[src/rtl/irq_pkg.sv]
package irq_pkg;
  typedef enum logic [3:0] {
    RA_COMM_ST  = 4'd0,
    RA_SOCK_ST  = 4'd1,
    RA_SL_ST    = 4'd2,
    RA_COMM_MSK = 4'd3,
    RA_SOCK_MSK = 4'd4,
    RA_SL_MSK   = 4'd5,
    RA_COMM_CLR = 4'd6,
    RA_SL_CLR   = 4'd7,
    RA_HOLD_LO  = 4'd8,
    RA_HOLD_HI  = 4'd9,
    RA_CTRL     = 4'd10
  } reg_addr_e;

  localparam int          ADDR_W     = 4;
  localparam logic [7:0]  COMM_VALID = 8'h97;
  localparam logic [7:0]  SL_VALID   = 8'hFF;
endpackage

[src/rtl/irq_status_group.sv]
module irq_status_group #(
  parameter int         W     = 8,
  parameter logic [7:0] VALID = 8'hFF
) (
  input  logic         clk,
  input  logic         rst_n,
  input  logic [W-1:0] evt,
  input  logic [W-1:0] clr,
  output logic [W-1:0] stat
);
  localparam logic [W-1:0] KEEP = W'(VALID);

  logic [W-1:0] stat_q;

  always_ff @(posedge clk or negedge rst_n) begin
    if (!rst_n) stat_q <= '0;
    else        stat_q <= (stat_q & ~clr) | (evt & KEEP);
  end

  assign stat = stat_q;
endmodule

[src/rtl/irq_sock_status.sv]
module irq_sock_status #(
  parameter int SOCK_N = 8,
  parameter int FLAG_W = 8
) (
  input  logic                     clk,
  input  logic                     rst_n,
  input  logic [SOCK_N*FLAG_W-1:0] flags,
  output logic [SOCK_N-1:0]        stat
);
  logic [SOCK_N-1:0] any_set;
  logic [SOCK_N-1:0] stat_q;

  for (genvar s = 0; s < SOCK_N; s++) begin : g_sock
    assign any_set[s] = |flags[s*FLAG_W +: FLAG_W];
  end

  always_ff @(posedge clk or negedge rst_n) begin
    if (!rst_n) stat_q <= '0;
    else        stat_q <= any_set;
  end

  assign stat = stat_q;
endmodule

[src/rtl/irq_holdoff.sv]
module irq_holdoff #(
  parameter int HOLD_W   = 16,
  parameter int PRESCALE = 4
) (
  input  logic              clk,
  input  logic              rst_n,
  input  logic              pending,
  input  logic              gie,
  input  logic [HOLD_W-1:0] reload_val,
  output logic              irq_n,
  output logic [HOLD_W-1:0] cnt,
  output logic              armed
);
  logic [HOLD_W-1:0] cnt_q;
  logic              act_q;
  logic              active;
  logic              reload;
  logic              running;
  logic              tick;

  assign running = (cnt_q != '0);
  assign active  = gie & pending & ~running;
  assign reload  = act_q & ~pending;

  if (PRESCALE <= 1) begin : g_nodiv
    assign tick = 1'b1;
  end else begin : g_div
    localparam int DIV_W = $clog2(PRESCALE);
    localparam logic [DIV_W-1:0] DIV_LAST = DIV_W'(PRESCALE - 1);
    logic [DIV_W-1:0] div_q;

    assign tick = (div_q == DIV_LAST);

    always_ff @(posedge clk or negedge rst_n) begin
      if (!rst_n)                div_q <= '0;
      else if (reload || !running || tick) div_q <= '0;
      else                       div_q <= div_q + 1'b1;
    end
  end

  always_ff @(posedge clk or negedge rst_n) begin
    if (!rst_n) begin
      cnt_q <= '0;
      act_q <= 1'b0;
    end else begin
      act_q <= active;
      if (reload)               cnt_q <= reload_val;
      else if (running && tick) cnt_q <= cnt_q - 1'b1;
    end
  end

  assign irq_n = ~active;
  assign cnt   = cnt_q;
  assign armed = act_q;
endmodule

[src/rtl/irq_aggregator.sv]
module irq_aggregator #(
  parameter int DW       = 8,
  parameter int SOCK_N   = 8,
  parameter int FLAG_W   = 8,
  parameter int PRESCALE = 4
) (
  input  logic                     clk,
  input  logic                     rst_n,
  input  logic [DW-1:0]            comm_evt,
  input  logic [DW-1:0]            sl_evt,
  input  logic [SOCK_N*FLAG_W-1:0] sock_flags,
  input  logic                     wr_en,
  input  logic [3:0]               wr_addr,
  input  logic [DW-1:0]            wr_data,
  input  logic [3:0]               rd_addr,
  output logic [DW-1:0]            rd_data,
  output logic                     irq_n
);
  import irq_pkg::*;

  localparam int HOLD_W = 2 * DW;

  logic [DW-1:0]     comm_st, sl_st;
  logic [SOCK_N-1:0] sock_st;
  logic [DW-1:0]     comm_msk_q, sl_msk_q;
  logic [SOCK_N-1:0] sock_msk_q;
  logic [HOLD_W-1:0] hold_q;
  logic              gie_q;
  logic [DW-1:0]     comm_clr, sl_clr;
  logic              pending;
  logic [HOLD_W-1:0] hold_cnt;
  logic              armed;
  logic [DW-1:0]     sock_st_ext;

  assign comm_clr = (wr_en && wr_addr == RA_COMM_CLR) ? wr_data : '0;
  assign sl_clr   = (wr_en && wr_addr == RA_SL_CLR)   ? wr_data : '0;

  irq_status_group #(.W(DW), .VALID(COMM_VALID)) u_comm (
    .clk(clk), .rst_n(rst_n), .evt(comm_evt), .clr(comm_clr), .stat(comm_st)
  );

  irq_status_group #(.W(DW), .VALID(SL_VALID)) u_sl (
    .clk(clk), .rst_n(rst_n), .evt(sl_evt), .clr(sl_clr), .stat(sl_st)
  );

  irq_sock_status #(.SOCK_N(SOCK_N), .FLAG_W(FLAG_W)) u_sock (
    .clk(clk), .rst_n(rst_n), .flags(sock_flags), .stat(sock_st)
  );

  always_ff @(posedge clk or negedge rst_n) begin
    if (!rst_n) begin
      comm_msk_q <= '0;
      sock_msk_q <= '0;
      sl_msk_q   <= '0;
      hold_q     <= '0;
      gie_q      <= 1'b0;
    end else if (wr_en) begin
      case (wr_addr)
        RA_COMM_MSK: comm_msk_q <= wr_data;
        RA_SOCK_MSK: sock_msk_q <= wr_data[SOCK_N-1:0];
        RA_SL_MSK:   sl_msk_q   <= wr_data;
        RA_HOLD_LO:  hold_q[DW-1:0]      <= wr_data;
        RA_HOLD_HI:  hold_q[HOLD_W-1:DW] <= wr_data;
        RA_CTRL:     gie_q      <= wr_data[0];
        default: ;
      endcase
    end
  end

  assign pending = (|(comm_st & comm_msk_q)) | (|(sock_st & sock_msk_q)) |
                   (|(sl_st & sl_msk_q));

  irq_holdoff #(.HOLD_W(HOLD_W), .PRESCALE(PRESCALE)) u_hold (
    .clk(clk), .rst_n(rst_n), .pending(pending), .gie(gie_q),
    .reload_val(hold_q), .irq_n(irq_n), .cnt(hold_cnt), .armed(armed)
  );

  always_comb begin
    sock_st_ext = '0;
    sock_st_ext[SOCK_N-1:0] = sock_st;
  end

  always_comb begin
    rd_data = '0;
    case (rd_addr)
      RA_COMM_ST:  rd_data = comm_st;
      RA_SOCK_ST:  rd_data = sock_st_ext;
      RA_SL_ST:    rd_data = sl_st;
      RA_COMM_MSK: rd_data = comm_msk_q;
      RA_SOCK_MSK: rd_data[SOCK_N-1:0] = sock_msk_q;
      RA_SL_MSK:   rd_data = sl_msk_q;
      RA_HOLD_LO:  rd_data = hold_q[DW-1:0];
      RA_HOLD_HI:  rd_data = hold_q[HOLD_W-1:DW];
      RA_CTRL:     rd_data[0] = gie_q;
      default:     rd_data = '0;
    endcase
  end
endmodule

[config.mk]
export PLATFORM = sky130hd
export DESIGN_NAME = irq_aggregator
export DESIGN_NICKNAME = d
export VERILOG_FILES = /design/src/rtl/irq_pkg.sv /design/src/rtl/irq_status_group.sv /design/src/rtl/irq_sock_status.sv /design/src/rtl/irq_holdoff.sv /design/src/rtl/irq_aggregator.sv
export SDC_FILE = /design/constraint.sdc
export NUM_CORES = 1
export LEC_CHECK = 0
export BUFFER_PORTS_ARGS = -buffer_cell sky130_fd_sc_hd__buf_2
export CAP_MARGIN = 10
export CELL_PAD_IN_SITES_DETAIL_PLACEMENT = 0
export CELL_PAD_IN_SITES_GLOBAL_PLACEMENT = 1
export CORE_MARGIN = 2
export CORE_UTILIZATION = 45
export DETAILED_ROUTE_END_ITERATION = 16
export HOLD_SLACK_MARGIN = 0.06
export PLACE_DENSITY = 0.84
export SLEW_MARGIN = 20
export SYNTH_ARGS = -nofsm -noshare
export SYNTH_HDL_FRONTEND = slang
export SYNTH_SLANG_ARGS = --single-unit
[constraint.sdc]
create_clock -name clk -period 4.05 [get_ports clk]
set_input_delay 0.405 -clock clk [delete_from_list [all_inputs] [get_ports clk]]
set_output_delay 0.405 -clock clk [all_outputs]
set_load 0.01 [all_outputs]
==> flow_metrics.py, run 1 <==
metrics = {
    "clock_network": {
        "clock_latency_ns": 0.35,
        "cts_root_buf": "clkbuf_8",
        "cts_buffer_depth": 2,
        "cts_tree": "yes",
        "cts_buffers": 9,
        "h-tree-depth": 3,
        "clkSinkCount": 84,
        "cts.clk_slew.worst_paths_ns": 0.08,
        "post_cts_buffers": 0,
        "cts_resized": 0,
        "hold_buffers": 0,
    },
    "logic_synthesis": {
        "ys_types": 52,
        "ys_warn_count": 0,
        "syn-num-nets": 490,
        "synth-edff-count": 0,
        "synth_most_common_cell": "dfrtp_1",
        "synth_area_mm2": 0.00432,
        "synth_top_area_share_pct": 48.6,
        "avgSynthCellArea_um2": 11.1,
        "ys.flop_type": "dfrtp_1",
        "yosysTopAreaCell": "dfrtp_1",
        "yosys-top-cells-count": "84 x dfrtp_1, 62 x mux2_2, 36 x nand2_1",
        "postSynthCellCount": 389,
        "ys_async_sr_fraction_pct": 100,
        "synth_seq_area_share_pct": 48.6,
        "synth-seq-cells": 84,
        "synth_area_leaders": "dfrtp_1 49%, mux2_2 16%, mux2i_1 3.5%",
    },
    "setup_path": {
        "rr_startpoint": "u_sock.stat[2]",
        "crit_arrival_ns": 2.33,
        "startpoint": "u_hold.cnt[7]",
        "end_kind": "output port",
        "critPathKind": "flop to output port",
        "r2r-end": "u_hold.cnt[2]",
        "r2r_cells": 5,
        "crit_fanout": 7,
        "startpoint_type": "flop",
        "rrSetupSlack_ns": 1.65,
        "cp.required_ns": 3.64,
        "worstSetupEndpoint": "irq_n",
    },
    "flow_run": {
        "maxCapViolations": 0,
    },
    "global_route": {
        "grt_overflow_total": 0,
        "grt_max_degree": 85,
        "gr-usage-all-layers_pct": 21.9,
        "grt_pass1_vias": 3410,
        "grt_first_pass_wirelength_um": 17400,
        "antenna_found_initial": 0,
    },
    "floorplan": {
        "fp.dieArea_mm2": 0.0104,
        "ioPinCount": 108,
        "core_area_mm2": 0.00928,
        "die_h_um": 102,
        "num_rows": 35,
        "start_util_pct": 46.6,
        "die_w_um": 102,
    },
    "placed_design": {
        "place_area_mm2": 0.00496,
        "dp_hpwl_um": 7990,
        "place.gp.congestion": 0.879,
        "port_buffers": 104,
    },
    "sta": {
        "setup_viol": 0,
        "min_period_ns": 2.73,
        "maxSlewHeadroom_pct": 27.6,
        "hold_viol_final": 0,
        "tightest_slew_ns": 1.08,
        "finalCritPeriodShare_pct": 67.5,
        "fin_worst_skew_ns": 0.00824,
        "tns_ns": 0,
        "rsz0062_at_grt": "no",
        "max_freq_ghz": 0.366,
        "drv_slew": 0,
    },
    "cells_and_area": {
        "fin_nets": 593,
        "diodes": 0,
        "drive_gt1_share_pct": 37.8,
        "stdcell_area_mm2": 0.00517,
        "area_growth_pct": 19.5,
    },
    "pwr": {
        "swShare_pct": 32.0,
        "ir_drop_mv": 0.166,
        "intPower_mw": 1.70,
        "comb_power_share_pct": 29.5,
        "p_sw_mw": 0.801,
        "clkPwrFrac_pct": 24.4,
        "powerDensity_mw_per_mm2": 484,
        "total_power_mw": 2.50,
        "p_leak_nw": 2.34,
        "pwr-share-seq_pct": 46.1,
    },
    "min_path": {
        "hp-class": "primary input to async pin",
    },
    "drt": {
        "ant_nets": 0,
        "drt_iter0_drc": 192,
        "drc": 0,
        "vias": 3502,
        "routed_wl_um": 10700,
        "vias_per_cell": 5.59,
        "drt-pass1-iter-count": 4,
        "routedWlPerCell_um": 17.1,
    },
    "run_status": {
        "status": "finished clean",
    },
}
## registers in the layout, summed over array words and instances (netlist names)
name	count
sock_msk_q	8
comm_msk_q	8
u_hold.g_div.div_q	2
sl_msk_q	8
u_sock.stat	8
u_hold.armed	1
gie_q	1
u_comm.stat	8
hold_q	16
u_hold.cnt	16
u_sl.stat	8
## routing by layer
metal | up-vias | part of all wire, % | track usage [%]
met5 | - | 0 | 0
met4 | 0 | 0.43 | 4.92
met3 | 4 | 5.7 | 4.79
met2 | 106 | 50 | 36.6
met1 | 1730 | 44 | 29.5
li1 | 1662 | - | -
## logic make-up after synthesis
family / Yosys count / synth area share [%]
muxes: 79 / 20.7
xor gates and xnor gates: 5 / 1.01
buffers and inverters: 21 / 1.85
AOI/OAI and AO/OA: 74 / 12.0
and+or+nand+nor: 124 / 15.3
adders and majority gates: 2 / 0.579
DFF: 84 / 48.6
## critical path: stages (launching register included)
cell and delay, ns:
dfrtp_1 0.45, nor4_1 0.55, nand4_1 0.26, nor2_1 0.40, nand3_1 0.16, buf_2 0.17
## layout make-up
class	count	area [um2]
repair buffers	104	527
flip-flops and latches	84	2100
clock inverters	4	47.5
multi-input cells	284	2140
fillers	862	4120
clock buffers	12	155
well taps	129	161
inverters	9	33.8
## power groups by stage
stage | Combinational [mW] | Sequential (mW) | Clock, mW
3_5_place_dp | 0.741 | 1.17 | 0
6_report | 0.737 | 1.15 | 0.609
3_3_place_gp | 0.721 | 1.16 | 0
4_1_cts | 0.746 | 1.15 | 0.624
2_1_floorplan | 0.553 | 1.12 | 0
5_1_grt | 0.842 | 1.18 | 0.660
## how the worst min path moves through the flow
| stage | from | endpoint | cells past startpoint |
|---|---|---|---|
| CTS | comm_evt[0] | u_comm.stat[0] | 2 |
| floorplan | rst_n | comm_msk_q[0] | 0 |
| global placement | u_comm.stat[7] | u_comm.stat[7] | 1 |
| global route | rst_n | u_sock.stat[0] | 1 |
| detailed placement | u_comm.stat[7] | u_comm.stat[7] | 1 |
| finish | rst_n | u_sock.stat[0] | 1 |
## cell usage in the layout (no fill, tap or decap), types with 2 or more instances in the layout
| master | count |
|---|---|
| a21boi_0 | 3 |
| a21o_1 | 13 |
| a21oi_1 | 6 |
| a221oi_1 | 2 |
| a22o_1 | 2 |
| a22oi_1 | 14 |
| a2bb2oi_1 | 3 |
| a31oi_1 | 2 |
| and3_1 | 4 |
| and4_1 | 2 |
| buf_2 | 103 |
| clkbuf_8 | 11 |
| clkinv_2 | 2 |
| dfrtp_1 | 84 |
| ha_1 | 2 |
| inv_1 | 8 |
| mux2_2 | 62 |
| mux2i_1 | 15 |
| mux4_2 | 2 |
| nand2_1 | 36 |
| nand2b_1 | 2 |
| nand3_1 | 8 |
| nand3b_1 | 2 |
| nand4_1 | 4 |
| nor2_1 | 19 |
| nor2b_1 | 4 |
| nor3_1 | 7 |
| nor3b_1 | 4 |
| nor4_1 | 19 |
| o21ai_0 | 13 |
| o22ai_1 | 6 |
| o31ai_1 | 2 |
| o41ai_1 | 2 |
| or2_2 | 3 |
| or3_1 | 2 |
| xnor2_1 | 2 |
| xor2_1 | 3 |
## per-stage QoR
step | utilization [%] | setup slack, ns | hold slack, ns | cells
2_1_floorplan | - | 1.92 | 0.109 | 389
3_3_place_gp | 53.5 | 1.63 | 0.495 | 610
3_5_place_dp | 53.5 | 1.58 | 0.496 | 610
4_1_cts | 55.6 | 1.28 | 0.217 | 626
5_1_grt | 55.7 | 1.04 | 0.143 | 626
6_report | 55.7 | 1.32 | 0.0806 | 626
Power figures use the tool's default switching activity.
==> inputs of run 2 (changes only) <==
--- a/config.mk
+++ b/config.mk
@@ -10,10 +10,10 @@
 export CELL_PAD_IN_SITES_DETAIL_PLACEMENT = 0
 export CELL_PAD_IN_SITES_GLOBAL_PLACEMENT = 1
 export CORE_MARGIN = 2
-export CORE_UTILIZATION = 45
+export CORE_UTILIZATION = 41
 export DETAILED_ROUTE_END_ITERATION = 16
 export HOLD_SLACK_MARGIN = 0.06
-export PLACE_DENSITY = 0.84
+export PLACE_DENSITY = 0.77
 export SLEW_MARGIN = 20
 export SYNTH_ARGS = -nofsm -noshare
 export SYNTH_HDL_FRONTEND = slang
==> constraint.sdc (replaced) <==
create_clock -name clk -period 2.8 [get_ports clk]
set_input_delay 0.28 -clock clk [delete_from_list [all_inputs] [get_ports clk]]
set_output_delay 0.28 -clock clk [all_outputs]
set_load 0.01 [all_outputs]
==> flow_metrics.py, run 2 (synthesized netlist as in run 1, its figures left out) <==
metrics = {
    "drt": {
        "ant_nets": 0,
        "drt-pass1-iter-count": 4,
        "routed_wl_um": 11000,
        "drt_iter0_drc": 196,
        "drc": 0,
        "vias_per_cell": 5.60,
        "vias": 3564,
        "routedWlPerCell_um": 17.3,
    },
    "setup_path": {
        "crit_fanout": 7,
        "startpoint_type": "flop",
        "crit_arrival_ns": 2.25,
        "critPathKind": "flop to output port",
        "r2r-end": "u_hold.cnt[14]",
        "r2r_cells": 7,
        "end_kind": "output port",
        "cp.required_ns": 2.52,
        "rrSetupSlack_ns": 0.57,
        "rr_startpoint": "u_hold.cnt[0]",
    },
    "sta": {
        "setup_viol": 0,
        "maxSlewHeadroom_pct": 42.1,
        "rsz0062_at_grt": "no",
        "min_period_ns": 2.53,
        "max_freq_ghz": 0.395,
        "hold_viol_final": 0,
        "fin_worst_skew_ns": 0.00795,
        "drv_slew": 0,
        "finalCritPeriodShare_pct": 90.4,
        "tightest_slew_ns": 0.865,
        "finalWorstSetupSlack_ns": 0.269,
        "tns_ns": 0,
    },
    "placed_design": {
        "dp_hpwl_um": 8230,
        "place.gp.congestion": 0.885,
        "place_area_mm2": 0.00501,
        "dp_slack_ns": 0.493,
        "port_buffers": 104,
    },
    "min_path": {
        "hp-class": "primary input to flop",
        "hold_path_depth": 2,
        "hold_path_end": "u_sl.stat[6]",
        "hold_start": "sl_evt[6]",
    },
    "floorplan": {
        "core_area_mm2": 0.0103,
        "die_h_um": 107,
        "ioPinCount": 108,
        "num_rows": 37,
        "start_util_pct": 42.1,
        "die_w_um": 107,
        "fp.dieArea_mm2": 0.0114,
    },
    "clock_network": {
        "post_cts_buffers": 0,
        "cts_buffer_depth": 2,
        "h-tree-depth": 3,
        "cts.clk_slew.worst_paths_ns": 0.08,
        "clkSinkCount": 84,
        "cts_buffers": 9,
        "cts_tree": "yes",
        "clock_latency_ns": 0.36,
        "cts_root_buf": "clkbuf_8",
    },
    "cells_and_area": {
        "area_growth_pct": 20.8,
        "fin_nets": 599,
        "drive_gt1_share_pct": 38.4,
        "final_common_cell": "buf_2",
        "stdcell_area_mm2": 0.00522,
        "multi_input_area_mm2": 0.00215,
        "final_cell_mix": "103 x buf_2, 84 x dfrtp_1, 62 x mux2_2",
        "n_fill_cell": 987,
        "final_core_util_pct": 50.8,
        "diodes": 0,
        "seq_area_mm2": 0.00210,
    },
    "global_route": {
        "grt_overflow_total": 0,
        "gr-usage-all-layers_pct": 20.6,
        "grt_max_degree": 85,
        "grt_first_pass_wirelength_um": 18100,
        "grt_pass1_vias": 3521,
        "antenna_found_initial": 0,
    },
    "pwr": {
        "powerDensity_mw_per_mm2": 705,
        "ir_drop_mv": 0.256,
        "p_leak_nw": 2.36,
    },
    "run_status": {
        "status": "finished clean",
    },
    "flow_run": {
        "maxCapViolations": 0,
    },
}
==> run 2: cell count changes in the layout (fill, tap and decap cells not counted) <==
cell,previous run,this run
buf_4,0,5
bufinv_16,1,2
clkbuf_8,11,9
clkinv_2,2,1
clkinvlp_4,1,0
dlygate4sd3_1,0,1
nor2_1,19,18
nor2_2,0,1
nor4_1,19,18
nor4_2,0,1
==> run 2: metal layers <==
metal | track usage (%) | up-vias | part of all wire, % | wire, um
met2 | 33.8 | 102 | 49 | 5420
li1 | - | 1686 | - | -
met1 | 28.0 | 1763 | 45 | 4960
met5 | 0 | - | 0 | 0
met4 | 8.07 | 0 | 1.6 | 174
met3 | 2.43 | 13 | 4.0 | 440
==> run 2: final cells by class <==
cell class / instances / share of cell area (%)
clock buffers: 10 / 2.44
clock inverters: 3 / 1.25
inverters: 9 / 0.647
multi-input cells: 284 / 41.2
flip-flops and latches: 84 / 40.2
well taps: 136 / 3.26
repair buffers: 110 / 11.0
==> run 2: repair_timing <==
item                                   CTS  global route
setup endpoints to repair                0             1
endpoints found under the hold margin    0            80
hold buffers                             0             1
gates resized for setup                  0             2
==> run 2: how the worst max path moves through the flow <==
stage,to,cells past startpoint,from
3_5_place_dp,irq_n,7,u_hold.cnt[0]
6_report,irq_n,7,u_hold.cnt[0]
4_1_cts,irq_n,7,u_hold.cnt[0]
5_1_grt,irq_n,7,u_hold.cnt[0]
2_1_floorplan,u_hold.cnt[15],6,u_hold.cnt[4]
3_3_place_gp,irq_n,5,u_hold.cnt[7]
==> run 2: critical path, stage by stage (launching register included) <==
cell and delay [ns]:
dfrtp_1 0.43, inv_1 0.08, ha_1 0.20, nor3b_1 0.34, nand4_1 0.22, nor2_2 0.29
nand3_1 0.16, buf_2 0.17
==> run 2: power breakdown <==
| part | internal, mW | switching (mW) | leakage (nW) |
|---|---|---|---|
| Clock | 0.487 | 0.414 | 0.0981 |
| Combinational | 0.555 | 0.546 | 1.28 |
| Sequential | 1.46 | 0.224 | 0.985 |
==> run 2: metrics by stage <==
stage | instances | power (mW) | hold slack [ns]
6_report | 636 | 3.68 | 0.0920
2_1_floorplan | 389 | 2.42 | -0.0156
5_1_grt | 636 | 3.93 | 0.0865
4_1_cts | 635 | 3.69 | 0.0769
3_5_place_dp | 622 | 2.78 | 0.463
3_3_place_gp | 622 | 2.74 | 0.459
==> inputs of run 3 (changes only) <==
--- a/config.mk
+++ b/config.mk
@@ -5,15 +5,15 @@
 export SDC_FILE = /design/constraint.sdc
 export NUM_CORES = 1
 export LEC_CHECK = 0
-export BUFFER_PORTS_ARGS = -buffer_cell sky130_fd_sc_hd__buf_2
 export CAP_MARGIN = 10
 export CELL_PAD_IN_SITES_DETAIL_PLACEMENT = 0
 export CELL_PAD_IN_SITES_GLOBAL_PLACEMENT = 1
 export CORE_MARGIN = 2
-export CORE_UTILIZATION = 41
+export CORE_UTILIZATION = 49
 export DETAILED_ROUTE_END_ITERATION = 16
+export DONT_BUFFER_PORTS = 1
 export HOLD_SLACK_MARGIN = 0.06
-export PLACE_DENSITY = 0.77
+export PLACE_DENSITY_LB_ADDON = 0.1
 export SLEW_MARGIN = 20
 export SYNTH_ARGS = -nofsm -noshare
 export SYNTH_HDL_FRONTEND = slang
==> flow_metrics.py, run 3 (synthesized netlist as in run 1, its figures left out) <==
metrics = {
    "setup_path": {
        "crit_path_max_incr_delay_ns": 0.54,
        "crit_family": "simple AND/OR/NAND/NOR gates",
        "startpoint_type": "flop",
        "worst-path-buf-inv": 0,
        "crit_arrival_ns": 2.30,
        "crit_fanout": 7,
        "crit_chain": "nor4_1, nand4_1, nor2_1, nand3_1",
        "critPathKind": "flop to output port",
        "cp.required_ns": 2.52,
        "cpMaxStageDelayCell": "nor4_1",
        "end_kind": "output port",
    },
    "global_route": {
        "antenna_found_initial": 0,
        "grt_overflow_total": 0,
        "gr-usage-all-layers_pct": 23.8,
        "grt_max_degree": 85,
        "grt_pass1_vias": 3384,
        "grt_first_pass_wirelength_um": 17900,
    },
    "clock_network": {
        "cts_root_buf": "clkbuf_8",
        "cts_resized": 0,
        "cts_buffer_depth": 2,
        "cts_tree": "yes",
        "post_cts_buffers": 0,
        "cts_buffers": 9,
        "h-tree-depth": 3,
        "clock_latency_ns": 0.35,
        "cts.clk_slew.worst_paths_ns": 0.08,
        "hold_buffers": 42,
        "clkSinkCount": 84,
    },
    "cells_and_area": {
        "final_core_util_pct": 58.6,
        "final_common_cell": "dfrtp_1",
        "seq_area_mm2": 0.00210,
        "n_fill_cell": 737,
        "drive_gt1_share_pct": 19.6,
        "diodes": 0,
        "fin_nets": 534,
        "final_cell_mix": "84 x dfrtp_1, 62 x mux2_2, 41 x dlygate4sd3_1",
        "multi_input_area_mm2": 0.00214,
        "fin_cells": 546,
        "area_growth_pct": 17.0,
    },
    "drt": {
        "routed_wl_um": 11000,
        "drt_iter0_drc": 124,
        "vias": 3269,
        "vias_per_cell": 5.99,
        "routedWlPerCell_um": 20.1,
        "drc": 0,
        "ant_nets": 0,
        "drt-pass1-iter-count": 5,
    },
    "pwr": {
        "powerDensity_mw_per_mm2": 696,
        "ir_drop_mv": 0.303,
        "p_leak_nw": 2.10,
    },
    "placed_design": {
        "dp_hpwl_um": 7700,
        "dp_cells": 488,
        "port_buffers": 0,
        "place.gp.congestion": 0.852,
    },
    "flow_run": {
        "maxCapViolations": 0,
    },
    "floorplan": {
        "num_rows": 34,
        "die_w_um": 97.9,
        "core_area_mm2": 0.00864,
        "die_h_um": 97.9,
        "ioPinCount": 108,
        "fp.dieArea_mm2": 0.00959,
        "start_util_pct": 50.1,
    },
    "sta": {
        "maxSlewHeadroom_pct": 47.2,
        "tns_ns": 0,
        "hold_viol_final": 0,
        "min_period_ns": 2.58,
        "tightest_slew_ns": 0.790,
        "fin_worst_skew_ns": 0.00895,
        "setup_viol": 0,
        "finalCritPeriodShare_pct": 92.3,
        "max_freq_ghz": 0.387,
        "drv_slew": 0,
        "rsz0062_at_grt": "no",
    },
    "run_status": {
        "status": "finished clean",
    },
    "min_path": {
        "hp-class": "primary input to flop",
    },
}
-- run 3: area by class of cell --
type	instances	share of cell area, %
Clock buffer	12	2.67
Clock inverter	4	0.989
Inverter	9	0.668
Multi-Input combinational cell	284	42.3
Sequential cell	84	41.6
Tap cell	108	2.67
Timing Repair Buffer	45	9.10
-- run 3: where the power goes --
part | internal (mW) | switching, mW | leakage [nW]
sequential | 1.46 | 0.217 | 0.985
clock | 0.412 | 0.424 | 0.0866
combinational | 0.518 | 0.495 | 1.03
-- run 3: layer usage --
layer	track usage, %	vias up	wire length, um
met5	0	-	0
met4	7.16	0	180
met3	3.08	14	420
met2	39.2	91	5460
met1	33.2	1616	4890
li1	-	1548	-
-- run 3: worst paths after layout --
path                               start              to  slack [ns]  depth (start not counted)
max                        u_hold.cnt[7]           irq_n        0.22                          4
min                           wr_data[6]     sl_msk_q[6]        0.08                          1
max reg2reg                u_hold.cnt[7]   u_hold.cnt[2]        0.56                          5
min reg2reg                 u_sl.stat[6]    u_sl.stat[6]        0.52                          1
max in group asynchronous          rst_n   u_hold.cnt[1]        1.96                          2
min in group asynchronous          rst_n  u_comm.stat[0]        0.48                          2
-- run 3: metrics by stage --
step | hold slack (ns) | power (mW) | setup WS, ns | instance area, um2
finish | 0.0766 | 3.52 | 0.216 | 5060
global route | 0.0616 | 3.76 | 0.0391 | 5060
CTS | 0.0670 | 3.55 | 0.195 | 5060
detailed placement | -0.0131 | 2.65 | 0.559 | 4440
global placement | -0.0137 | 2.61 | 0.622 | 4440
floorplan | -0.0156 | 2.42 | 0.788 | 4320
